`src/rtl/dbg_seq_pkg.sv`:
```
// Shared types and constants for the debug memory access sequencer.
// Assumes a 16-bit target data path and 8-bit instruction codes.
package dbg_seq_pkg;

    localparam int DATA_W = 16;
    localparam int PC_W   = 5;

    // operation codes seen at the host port
    typedef enum logic [1:0] {
        OPC_FUSE  = 2'd0,
        OPC_READ  = 2'd1,
        OPC_WRITE = 2'd2,
        OPC_RSVD  = 2'd3
    } opc_e;

    // what one program step does
    typedef enum logic [1:0] {
        STK_IR,
        STK_DR,
        STK_TCLK_LO,
        STK_TCLK_HI
    } stk_e;

    // how the reply of a data scan is judged
    typedef enum logic [1:0] {
        CHK_NONE,
        CHK_FUSE,
        CHK_FETCH,
        CHK_GRAB
    } chk_e;

    typedef struct packed {
        stk_e              kind;
        chk_e              chk;
        logic              last;
        logic [DATA_W-1:0] val;
    } step_t;

    // instruction codes (low byte of an instruction scan)
    localparam logic [DATA_W-1:0] INS_CTRL_WR  = 16'h0013;
    localparam logic [DATA_W-1:0] INS_CTRL_CAP = 16'h0014;
    localparam logic [DATA_W-1:0] INS_ADDR_WR  = 16'h0083;
    localparam logic [DATA_W-1:0] INS_DATA_WR  = 16'h0041;
    localparam logic [DATA_W-1:0] INS_DATA2ADR = 16'h0085;
    localparam logic [DATA_W-1:0] INS_ADDR_CAP = 16'h0084;

    // control words and fixed data values
    localparam logic [DATA_W-1:0] CW_IDLE    = 16'h2401;
    localparam logic [DATA_W-1:0] CW_RD_WORD = 16'h2409;
    localparam logic [DATA_W-1:0] CW_RD_BYTE = 16'h2419;
    localparam logic [DATA_W-1:0] CW_WR_WORD = 16'h2408;
    localparam logic [DATA_W-1:0] CW_WR_BYTE = 16'h2418;
    localparam logic [DATA_W-1:0] JMP_SELF   = 16'h3FFF;
    localparam logic [DATA_W-1:0] FUSE_PROBE = 16'hAAAA;
    localparam logic [DATA_W-1:0] FUSE_GONE  = 16'h5555;

    // program layout; the jumps between phases depend on these
    localparam logic [PC_W-1:0] PC_FUSE   = 5'd0;
    localparam logic [PC_W-1:0] PC_HALT   = 5'd2;
    localparam logic [PC_W-1:0] PC_POLL   = 5'd3;
    localparam logic [PC_W-1:0] PC_PULSE  = 5'd4;
    localparam logic [PC_W-1:0] PC_FROZEN = 5'd6;
    localparam logic [PC_W-1:0] PC_SPLIT  = 5'd20;
    localparam logic [PC_W-1:0] PC_RD     = 5'd21;
    localparam logic [PC_W-1:0] PC_RD_END = 5'd24;
    localparam logic [PC_W-1:0] PC_WR     = 5'd25;
    localparam logic [PC_W-1:0] PC_REL    = 5'd27;
    localparam logic [PC_W-1:0] PC_END    = 5'd31;

    function automatic step_t mk(stk_e k, logic [DATA_W-1:0] v, chk_e c);
        step_t s;
        s.kind = k;
        s.chk  = c;
        s.last = 1'b0;
        s.val  = v;
        return s;
    endfunction

endpackage

```
`src/rtl/dbg_seq_rom.sv`:
```
// Step table: decodes the program counter into one scan or TCLK action,
// plus the default successor. Purely combinational; assumes the latched
// operation fields are stable while a sequence runs.
module dbg_seq_rom
    import dbg_seq_pkg::*;
(
    input  logic [PC_W-1:0]   pc,
    input  logic              is_write,
    input  logic              is_byte,
    input  logic [DATA_W-1:0] addr,
    input  logic [DATA_W-1:0] wdata,
    output step_t             step,
    output logic [PC_W-1:0]   pc_next
);

    logic [DATA_W-1:0] ctrl_word;

    // select the access control word from direction and size
    always_comb begin
        if (is_write) ctrl_word = is_byte ? CW_WR_BYTE : CW_WR_WORD;
        else          ctrl_word = is_byte ? CW_RD_BYTE : CW_RD_WORD;
    end

    // map each program address to its action and successor
    always_comb begin
        step    = mk(STK_TCLK_HI, '0, CHK_NONE);
        pc_next = pc + 1'b1;
        case (pc)
            // fuse check
            5'd0:  step = mk(STK_IR, INS_CTRL_CAP, CHK_NONE);
            5'd1:  step = mk(STK_DR, FUSE_PROBE, CHK_FUSE);
            // halt: wait for instruction fetch
            5'd2:  step = mk(STK_IR, INS_CTRL_CAP, CHK_NONE);
            5'd3:  step = mk(STK_DR, '0, CHK_FETCH);
            5'd4:  step = mk(STK_TCLK_LO, '0, CHK_NONE);
            5'd5:  begin
                step    = mk(STK_TCLK_HI, '0, CHK_NONE);
                pc_next = PC_POLL;
            end
            // halt: freeze on jump-to-self
            5'd6:  step = mk(STK_IR, INS_CTRL_WR, CHK_NONE);
            5'd7:  step = mk(STK_DR, CW_IDLE, CHK_NONE);
            5'd8:  step = mk(STK_IR, INS_DATA_WR, CHK_NONE);
            5'd9:  step = mk(STK_DR, JMP_SELF, CHK_NONE);
            5'd10: step = mk(STK_TCLK_HI, '0, CHK_NONE);
            5'd11: step = mk(STK_TCLK_LO, '0, CHK_NONE);
            5'd12: step = mk(STK_IR, INS_CTRL_WR, CHK_NONE);
            5'd13: step = mk(STK_DR, CW_RD_WORD, CHK_NONE);
            5'd14: step = mk(STK_TCLK_HI, '0, CHK_NONE);
            // access: common address phase
            5'd15: step = mk(STK_TCLK_LO, '0, CHK_NONE);
            5'd16: step = mk(STK_IR, INS_CTRL_WR, CHK_NONE);
            5'd17: step = mk(STK_DR, ctrl_word, CHK_NONE);
            5'd18: step = mk(STK_IR, INS_ADDR_WR, CHK_NONE);
            5'd19: step = mk(STK_DR, addr, CHK_NONE);
            5'd20: begin
                step    = mk(STK_IR, INS_DATA2ADR, CHK_NONE);
                pc_next = is_write ? PC_WR : PC_RD;
            end
            // access: read tail
            5'd21: step = mk(STK_TCLK_HI, '0, CHK_NONE);
            5'd22: step = mk(STK_TCLK_LO, '0, CHK_NONE);
            5'd23: step = mk(STK_DR, '0, CHK_GRAB);
            5'd24: begin
                step    = mk(STK_TCLK_HI, '0, CHK_NONE);
                pc_next = PC_REL;
            end
            // access: write tail
            5'd25: step = mk(STK_DR, wdata, CHK_NONE);
            5'd26: step = mk(STK_TCLK_HI, '0, CHK_NONE);
            // release
            5'd27: step = mk(STK_TCLK_LO, '0, CHK_NONE);
            5'd28: step = mk(STK_IR, INS_CTRL_WR, CHK_NONE);
            5'd29: step = mk(STK_DR, CW_IDLE, CHK_NONE);
            5'd30: step = mk(STK_IR, INS_ADDR_CAP, CHK_NONE);
            default: begin
                step      = mk(STK_TCLK_HI, '0, CHK_NONE);
                step.last = 1'b1;
                pc_next   = PC_END;
            end
        endcase
    end

endmodule

```
`src/rtl/dbg_scan_port.sv`:
```
// Request/acknowledge port to the shift engine. A start pulse latches the
// scan type and value and holds the request until the engine acknowledges;
// the reply is then registered and flagged for one cycle.
// Assumes start only arrives while no request is pending.
module dbg_scan_port #(
    parameter int DW = 16
) (
    input  logic          clk,
    input  logic          rst_n,
    input  logic          start,
    input  logic          kind_in,
    input  logic [DW-1:0] val_in,
    output logic          req,
    output logic          kind,
    output logic [DW-1:0] val,
    input  logic          ack,
    input  logic [DW-1:0] ret,
    output logic          fin,
    output logic [DW-1:0] fin_data
);

    // hold the request until it is acknowledged, then return the reply
    always_ff @(posedge clk) begin
        if (!rst_n) begin
            req      <= 1'b0;
            kind     <= 1'b0;
            val      <= '0;
            fin      <= 1'b0;
            fin_data <= '0;
        end else begin
            fin <= 1'b0;
            if (start && !req) begin
                req  <= 1'b1;
                kind <= kind_in;
                val  <= val_in;
            end else if (req && ack) begin
                req      <= 1'b0;
                fin      <= 1'b1;
                fin_data <= ret;
            end
        end
    end

endmodule

```
`src/rtl/dbg_retry_ctr.sv`:
```
// Attempt counter for a bounded poll. It flags the last permitted attempt;
// clear wins over increment. Assumes LIMIT >= 1.
module dbg_retry_ctr #(
    parameter int LIMIT = 3
) (
    input  logic clk,
    input  logic rst_n,
    input  logic clr,
    input  logic inc,
    output logic last
);

    localparam int CW = $clog2(LIMIT + 1);

    logic [CW-1:0] cnt;

    // count failed attempts of the current operation
    always_ff @(posedge clk) begin
        if (!rst_n || clr) cnt <= '0;
        else if (inc)      cnt <= cnt + 1'b1;
    end

    assign last = (cnt == CW'(LIMIT - 1));

endmodule

```
`src/rtl/dbg_mem_seq.sv`:
```
// Debug memory access sequencer (top). It walks the step table for one
// host operation, issues scans through the scan port, drives TCLK, judges
// the fuse and fetch polls, and reports done, read data and status.
// Assumes op_start is a one-cycle pulse and the engine acknowledges once
// per request.
module dbg_mem_seq
    import dbg_seq_pkg::*;
#(
    parameter int FUSE_TRIES  = 3,
    parameter int FETCH_TRIES = 50,
    parameter int FETCH_BIT   = 7
) (
    input  logic              clk,
    input  logic              rst_n,
    input  logic              op_start,
    input  logic [1:0]        op_code,
    input  logic              op_byte,
    input  logic [DATA_W-1:0] op_addr,
    input  logic [DATA_W-1:0] op_wdata,
    output logic              busy,
    output logic              done,
    output logic [DATA_W-1:0] rdata,
    output logic              fail,
    output logic              fuse_blown,
    output logic              tclk,
    output logic              scan_req,
    output logic              scan_kind,
    output logic [DATA_W-1:0] scan_val,
    input  logic              scan_ack,
    input  logic [DATA_W-1:0] scan_ret
);

    typedef enum logic [1:0] {ST_IDLE, ST_STEP, ST_WAIT} st_e;

    st_e               st;
    logic [PC_W-1:0]   pc;
    opc_e              opc_q;
    logic              byte_q;
    logic [DATA_W-1:0] addr_q;
    logic [DATA_W-1:0] wd_q;

    step_t             step;
    logic [PC_W-1:0]   pc_next;
    logic              port_start;
    logic              fin;
    logic [DATA_W-1:0] fin_data;
    logic              accept;
    logic              fuse_last;
    logic              fetch_last;
    logic              fuse_inc;
    logic              fetch_inc;
    logic              is_scan;

    dbg_seq_rom u_rom (
        .pc       (pc),
        .is_write (opc_q == OPC_WRITE),
        .is_byte  (byte_q),
        .addr     (addr_q),
        .wdata    (wd_q),
        .step     (step),
        .pc_next  (pc_next)
    );

    dbg_scan_port #(.DW(DATA_W)) u_port (
        .clk      (clk),
        .rst_n    (rst_n),
        .start    (port_start),
        .kind_in  (step.kind == STK_DR),
        .val_in   (step.val),
        .req      (scan_req),
        .kind     (scan_kind),
        .val      (scan_val),
        .ack      (scan_ack),
        .ret      (scan_ret),
        .fin      (fin),
        .fin_data (fin_data)
    );

    dbg_retry_ctr #(.LIMIT(FUSE_TRIES)) u_fuse_ctr (
        .clk   (clk),
        .rst_n (rst_n),
        .clr   (accept),
        .inc   (fuse_inc),
        .last  (fuse_last)
    );

    dbg_retry_ctr #(.LIMIT(FETCH_TRIES)) u_fetch_ctr (
        .clk   (clk),
        .rst_n (rst_n),
        .clr   (accept),
        .inc   (fetch_inc),
        .last  (fetch_last)
    );

    // decode handshake and retry events of the current cycle
    always_comb begin
        accept     = (st == ST_IDLE) && op_start;
        is_scan    = (step.kind == STK_IR) || (step.kind == STK_DR);
        port_start = (st == ST_STEP) && is_scan;
        fuse_inc   = (st == ST_WAIT) && fin && (step.chk == CHK_FUSE)
                     && (fin_data != FUSE_GONE) && !fuse_last;
        fetch_inc  = (st == ST_WAIT) && fin && (step.chk == CHK_FETCH)
                     && !fin_data[FETCH_BIT] && !fetch_last;
    end

    // sequence control: accept, step, judge replies, finish
    always_ff @(posedge clk) begin
        if (!rst_n) begin
            st         <= ST_IDLE;
            pc         <= PC_FUSE;
            opc_q      <= OPC_FUSE;
            byte_q     <= 1'b0;
            addr_q     <= '0;
            wd_q       <= '0;
            tclk       <= 1'b1;
            done       <= 1'b0;
            fail       <= 1'b0;
            fuse_blown <= 1'b0;
            rdata      <= '0;
        end else begin
            done <= 1'b0;
            case (st)
                ST_IDLE: begin
                    if (op_start) begin
                        opc_q      <= opc_e'(op_code);
                        byte_q     <= op_byte;
                        addr_q     <= op_addr;
                        wd_q       <= op_wdata;
                        fail       <= 1'b0;
                        fuse_blown <= 1'b0;
                        case (opc_e'(op_code))
                            OPC_FUSE: begin
                                pc <= PC_FUSE;
                                st <= ST_STEP;
                            end
                            OPC_READ, OPC_WRITE: begin
                                pc <= PC_HALT;
                                st <= ST_STEP;
                            end
                            default: done <= 1'b1;
                        endcase
                    end
                end
                ST_STEP: begin
                    if (is_scan) begin
                        st <= ST_WAIT;
                    end else begin
                        tclk <= (step.kind == STK_TCLK_HI);
                        if (step.last) begin
                            done <= 1'b1;
                            st   <= ST_IDLE;
                        end else begin
                            pc <= pc_next;
                        end
                    end
                end
                ST_WAIT: begin
                    if (fin) begin
                        st <= ST_STEP;
                        pc <= pc_next;
                        case (step.chk)
                            CHK_FUSE: begin
                                if (fin_data == FUSE_GONE) begin
                                    fuse_blown <= 1'b1;
                                    done       <= 1'b1;
                                    st         <= ST_IDLE;
                                end else if (fuse_last) begin
                                    done <= 1'b1;
                                    st   <= ST_IDLE;
                                end else begin
                                    pc <= PC_FUSE;
                                end
                            end
                            CHK_FETCH: begin
                                if (fin_data[FETCH_BIT]) begin
                                    pc <= PC_FROZEN;
                                end else if (fetch_last) begin
                                    fail <= 1'b1;
                                    done <= 1'b1;
                                    st   <= ST_IDLE;
                                end else begin
                                    pc <= PC_PULSE;
                                end
                            end
                            CHK_GRAB: begin
                                rdata <= byte_q ? {8'h00, fin_data[7:0]} : fin_data;
                            end
                            default: ;
                        endcase
                    end
                end
                default: st <= ST_IDLE;
            endcase
        end
    end

    assign busy = (st != ST_IDLE);

endmodule

```
`config.mk`:
```
export PLATFORM = sky130hd
export DESIGN_NAME = dbg_mem_seq
export DESIGN_NICKNAME = d
export VERILOG_FILES = /design/src/rtl/dbg_seq_pkg.sv /design/src/rtl/dbg_seq_rom.sv /design/src/rtl/dbg_scan_port.sv /design/src/rtl/dbg_retry_ctr.sv /design/src/rtl/dbg_mem_seq.sv
export SDC_FILE = /design/constraint.sdc
export NUM_CORES = 1
export LEC_CHECK = 0
export ABC_CLOCK_PERIOD_IN_PS = 6850
export BUFFER_PORTS_ARGS = -buffer_cell sky130_fd_sc_hd__buf_2
export CORE_MARGIN = 2
export CORE_UTILIZATION = 55
export CTS_CLUSTER_DIAMETER = 60
export CTS_CLUSTER_SIZE = 14
export DETAILED_ROUTE_END_ITERATION = 12
export PLACE_DENSITY = 0.89
export SLEW_MARGIN = 20
export SYNTH_ARGS = -nofsm -noshare
export SYNTH_HDL_FRONTEND = slang
export SYNTH_SLANG_ARGS = --single-unit
```
`constraint.sdc`:
```
create_clock -name clk -period 6.85 [get_ports clk]
set_input_delay 0.685 -clock clk [delete_from_list [all_inputs] [get_ports clk]]
set_output_delay 0.685 -clock clk [all_outputs]
set_load 0.03 [all_outputs]
```
# Word level (Yosys, flattened, before mapping)

Cells that the tools add are included.
Widths: inputs -> output; s select.

Bits in registers: 105
Input bits: 55
Output and inout bits: 39

Add/subtract/negate cells: 3
Equality and inequality tests: 56
Mux-type cells: 53
Bitwise gates (word level): 3
Reductions and logical operators: 43

Operators with widths:

| cell                 | count |
|---|---|
| $pmux 21 s17         | 1 |
| $eq 5x5->1 const B   | 15 |
| $mux 5               | 10 |
| $eq 5x4->1 const B   | 8 |
| $mux 16              | 2 |
| $reduce_or 28->1     | 1 |
| $mux 1               | 24 |
| $eq 5x3->1 const B   | 4 |
| $pmux 5 s2           | 2 |
| $pmux 5 s4           | 1 |
| $eq 16x15->1 const B | 1 |
| $ne 16x15->1 const B | 1 |
| $pmux 5 s3           | 1 |
| $eq 2x2->1 const B   | 7 |
| $ne 2x2->1 const B   | 6 |
| $reduce_and 6->1     | 2 |
| $logic_and 1x1->1    | 11 |
| $eq 5x2->1 const B   | 2 |
| $mux 2               | 5 |
| $eq 2x1->1 const B   | 4 |
| $ne 2x1->1 const B   | 4 |
| $pmux 1 s2           | 4 |
| $reduce_or 2->1      | 4 |
| $add 6x1->6 const B  | 1 |
| other kinds (24)     | 37 |

# Depth between registers and ports, before layout

Depth after elaboration: 9
Mapped depth: 12

# Modules after synthesis

From an unflattened synthesis, not the netlist that was laid out.

Cell total of the unflattened synthesis: 682
Area, all modules: 5425.2 µm²

Modules (own cells, without submodules):

| module                       | instances | cells an instance | area each (µm²) | seq. area each (µm²) |
|---|---|---|---|---|
| dbg_mem_seq                  | 1         | 338               | 2707.6          | 1241.2 |
| dbg_scan_port                | 1         | 155               | 1432.6          | 700.7 |
| dbg_seq_rom                  | 1         | 151               | 914.6           | 0.0 |
| dbg_retry_ctr at u_fetch_ctr | 1         | 29                | 271.5           | 120.1 |
| dbg_retry_ctr at u_fuse_ctr  | 1         | 9                 | 98.8            | 40.0 |

# Least setup slack after synthesis

OpenSTA, ideal clock, no wires.

Kind: flip-flop to flip-flop
Start: register pc[4]
End: register pc[1]
Library setup time: 0.117 ns
Arrival time: 2.583 ns
Slack: 4.149 ns
Cell stages (with the launch flop): 13
Buffers on the path: 3
Period minus slack after synthesis: 2.701 ns
Cell sequence: dfxtp_1 -> buf_2 -> buf_1 -> clkbuf_1 -> and2_1 -> nand2_1 -> a21oi_1 -> inv_1 -> ha_1 -> nand2_1 -> o31ai_1 -> a2111o_1 -> a32o_1

Word-level cells in the longest chain between the ends: 8
Elaborated cells on any way between the ends: 56
Those cells by class: eq/ne: 35; mux: 11; reduce/logical: 10

RTL lines:

| what                               | RTL line                               | RTL |
|---|---|---|
| from (decl)                        | dbg_mem_seq.sv:36                      | `logic [PC_W-1:0] pc;` |
| from (signal assigned)             | dbg_mem_seq.sv:153                     | `pc <= pc_next;` |
| from (signal assigned)             | dbg_mem_seq.sv:160                     | `pc <= pc_next;` |
| $eq 5x1->1 (tied with other cells) | dbg_seq_rom.sv:28                      | `case (pc)` |
| $reduce_or 28->1 (no line)         | -                                      |  |
| $pmux 5 s4                         | dbg_seq_rom.sv:28                      |  |
| $mux 5, on equally long branches   | dbg_mem_seq.sv:177, dbg_mem_seq.sv:167 |  |
| $mux 5, on equally long branches   | dbg_mem_seq.sv:175, dbg_mem_seq.sv:163 |  |
| $pmux 5 s2                         | dbg_mem_seq.sv:161                     | `case (step.chk)` |
| $mux 5                             | dbg_mem_seq.sv:158                     | `if (fin) begin` |
| $pmux 5 s3                         | dbg_mem_seq.sv:122                     | `case (st)` |

Parallel ways exist; a longest one is shown, timed or not. The select of a mux whose other input is x is not followed.
A chain may end at the register's enable or synchronous reset.

# Worst setup path after layout

Start: register pc[1]
End: register u_port.val[2]

Word-level cells in the longest chain between the ends: 7
Elaborated cells on any way between the ends: 42
Those cells by class: eq/ne: 31; mux: 1; reduce/logical: 10

RTL lines:

| what                                                 | RTL line            | RTL |
|---|---|---|
| $eq 5x3->1 (tied with other cells)                   | dbg_seq_rom.sv:28   |  |
| $reduce_or 6->1 (no line) (tied with other cells)    | -                   |  |
| $pmux 21 s17 *                                       | dbg_seq_rom.sv:28   |  |
| $eq 2x1->1 / $logic_not 2->1 (equally long branches) | dbg_mem_seq.sv:98   | `is_scan = (step.kind == STK_IR) \|\| (step.kind == STK_DR);` |
| $logic_or 1x1->1                                     | dbg_mem_seq.sv:98   |  |
| $logic_and 1x1->1                                    | dbg_mem_seq.sv:99   | `port_start = (st == ST_STEP) && is_scan;` |
| $logic_and 1x1->1                                    | dbg_scan_port.sv:32 | `if (start && !req) begin` |
| to (signal assigned)                                 | dbg_scan_port.sv:35 | `val <= val_in;` |
| to (decl)                                            | dbg_scan_port.sv:15 | `output logic [DW-1:0] val,` |

Every way passes the cells marked *; elsewhere a longest branch is shown, timed or not.

==> flow_metrics.env <==
export IMPL_die_w_um=101
export IMPL_die_h_um=101
export IMPL_drc_errors=0
export IMPL_synth_avg_cell_area_um2=8.55
export IMPL_hold_path_class="reg -> reg"
export IMPL_clkSlewWorstSetupHoldPaths_ns=0.11
export IMPL_first_iter_violations=366
export IMPL_slew_headroom_pct=42.6
export IMPL_synthTopCellsByArea="dfxtp_1 40%, nand2_1 9.7%, a21boi_0 7.6%"
export IMPL_pwr_share_seq_pct=42.2
export IMPL_rsz0062_at_grt="no"
export IMPL_wl_per_cell_um=16.4
export IMPL_hold_violations=0
export IMPL_clockBufferDepth=2
export IMPL_synth_common_cells="135 x nand2_1, 105 x dfxtp_1, 53 x a21boi_0, 28 x clkbuf_1, 28 x nor2_1"
export IMPL_synth_main_ff_cell="dfxtp_1"
export IMPL_path_cells="inv_1 > ha_1 > and3b_1 > a221oi_4 > o211ai_2 > a211oi_4 > buf_6 > nand3_1 > o211a_1"
export IMPL_synth_cells=611
export IMPL_grt_use_total_pct=26.7
export IMPL_cp_arrival_ns=3.37
export IMPL_drv_slew=0
export IMPL_p_int_uw=1110
export IMPL_cts_resized=0
export IMPL_clockPowerShare_pct=22.3
export IMPL_grt_pass1_vias=4514
export IMPL_r2r_start="pc[1]"
export IMPL_worst_pin_slew_ns=0.859
export IMPL_comb_power_share_pct=35.5
export IMPL_min_path_cells=2
export IMPL_switchingPower_uw=752
export IMPL_swShare_pct=40.4
export IMPL_cts_buffers=9
export IMPL_htreeDepth=3
export IMPL_final_util_pct=64.1
export IMPL_skew_ns=0.0136
export IMPL_yosysWarnings=0
export IMPL_synth_edf_count=0
export IMPL_path_max_fanout=19
export IMPL_avgViaCountPerCell=5.84
export IMPL_cp_end_kind="register"
export IMPL_wl_um=13400
export IMPL_gp_congestion=0.938
export IMPL_postCtsSetupBuffers=0
export IMPL_routed_via_count=4751
export IMPL_ys_seq_area_share_pct=40.2
export IMPL_synth_most_common_cell="nand2_1"
export IMPL_n_antenna_cell=0
export IMPL_ir_drop_uv=172
export IMPL_hold_start="u_port.val[7]"
export IMPL_dr_pass1_iters=5
export IMPL_grt_max_degree=83
export IMPL_core_rowCount=35
export IMPL_io_buffer_count=93
export IMPL_p_leak_uw=0.00244
export IMPL_tritoncts="done"
export IMPL_status="finished, final reports clean"
export IMPL_synth_top_area_cell="dfxtp_1"
export IMPL_ys_ff_latch=105
export IMPL_grt_overflow=0
export IMPL_grt_antenna_before_repair=0
export IMPL_yosys_area_top_type_share_pct=40.2
export IMPL_insertion_delay_ns=0.39
export IMPL_cp_slowest_stage_delay_ns=0.54
export IMPL_syn_area_um2=5220
export IMPL_ant_nets=0
export IMPL_setup_worst_path_start_class="register"
export IMPL_nets=753
export IMPL_finalCriticalPeriod_ns=3.08
export IMPL_worstSetupPathType="reg -> reg"
export IMPL_rr_worst_depth=9
export IMPL_grt_first_pass_wirelength_um=21800
export IMPL_start_util_pct=56.5
export IMPL_yosysUniqueCellTypes=73
export IMPL_clock_sinks=105
export IMPL_cpMaxStageDelayCell="a211oi_4"
export IMPL_cts_hold_buffers_added=0
export IMPL_crit_start="pc[1]"
export IMPL_total_power_uw=1860
export IMPL_max_cap_violations=0
export IMPL_dp_hpwl_um=9380
export IMPL_syn_nets=684
export IMPL_setup_viol=0
export IMPL_root_buffer="clkbuf_8"
export IMPL_core_area_um2=9240
export IMPL_die_area_um2=10300
export IMPL_syn_to_final_growth_pct=13.4
export IMPL_crit_required_ns=7.14
export IMPL_drive_gt1_share_pct=19.4
export IMPL_final_setup_tns_ns=0
export IMPL_num_io_pins=94
export IMPL_max_freq_mhz=325
export IMPL_async_flop_share_pct=0
export IMPL_power_per_cell_area_nw_per_um2=314
export IMPL_fin_crit_sh_pct=44.9
## layout make-up
cell class | count | area (µm²)
clock inverter | 7 | 88.8
timing repair buffer | 99 | 514
inverter | 18 | 67.6
clock buffer | 9 | 124
multi-input combinational | 447 | 2860
fill | 761 | 3320
tap | 129 | 161
sequential | 105 | 2100
## state kept, by name, indices dropped and copies added, names as in the netlist, 2 cells and up
register	cells
wd_q	16
opc_q	2
pc	5
u_fetch_ctr.cnt	6
u_port.fin_data	16
rdata	16
st	2
u_port.val	16
u_fuse_ctr.cnt	2
addr_q	16
## per-stage QoR
step	hold slack, ns	instance area, µm²	std cells	setup WS [ns]
2_1_floorplan	0.438	5220	611	4.15
3_3_place_gp	0.438	5700	797	3.63
3_5_place_dp	0.441	5700	797	3.47
4_1_cts	0.459	5910	813	3.46
5_1_grt	0.485	5920	814	3.55
6_report	0.458	5920	814	3.77
## critical path, delay by kind of cell, from the launching register on
family	cells	cell delay [ns]
simple gates	2	0.41
compound gates	4	1.34
buf+inv	2	0.36
fa+ha+maj	1	0.44
flops	1	0.42
## routing by layer
metal / global-route usage (%) / up-vias / wire length [µm]
met5: 0 / - / 0
met4: 10.8 / 0 / 349
met3: 3.86 / 28 / 769
met2: 42.8 / 207 / 6440
met1: 36.3 / 2221 / 5810
li1: - / 2295 / -
## layout by cell type (no fill, tap or decap), types with 9 or more instances in the layout
cell type	instances
nand2_1	135
dfxtp_1	105
buf_2	93
a21boi_0	53
nor2_1	27
ha_1	18
inv_1	17
a21oi_1	17
o21ai_0	16
a22o_1	16
o211a_1	11
nand2b_1	10
nand3_1	9
clkbuf_8	9
## cells by family after synthesis
family / after synthesis / share of synthesized area (%)
and+or+nand+nor: 231 / 20.9
DFF: 105 / 40.2
buffers and inverters: 59 / 5.10
muxes: 2 / 0.407
adders and majority gates: 18 / 4.31
xor gates and xnor gates: 7 / 1.17
AOI/OAI and AO/OA: 189 / 27.9
## power by group through the flow
stage	registers (µW)	clock network, µW	logic (µW)
6_report	785	416	661
5_1_grt	795	439	720
4_1_cts	783	416	649
3_5_place_dp	796	0	646
3_3_place_gp	792	0	626
2_1_floorplan	852	0	417
## path summary, 6_finish.rpt
path | to | slack, ns
worst max-delay path | u_port.val[2] | 3.77
worst min-delay path | u_port.val[7] | 0.46
worst max register to register | u_port.val[2] | 3.77
worst min register to register | u_port.val[7] | 0.46
(Power assumes the default switching activity.)
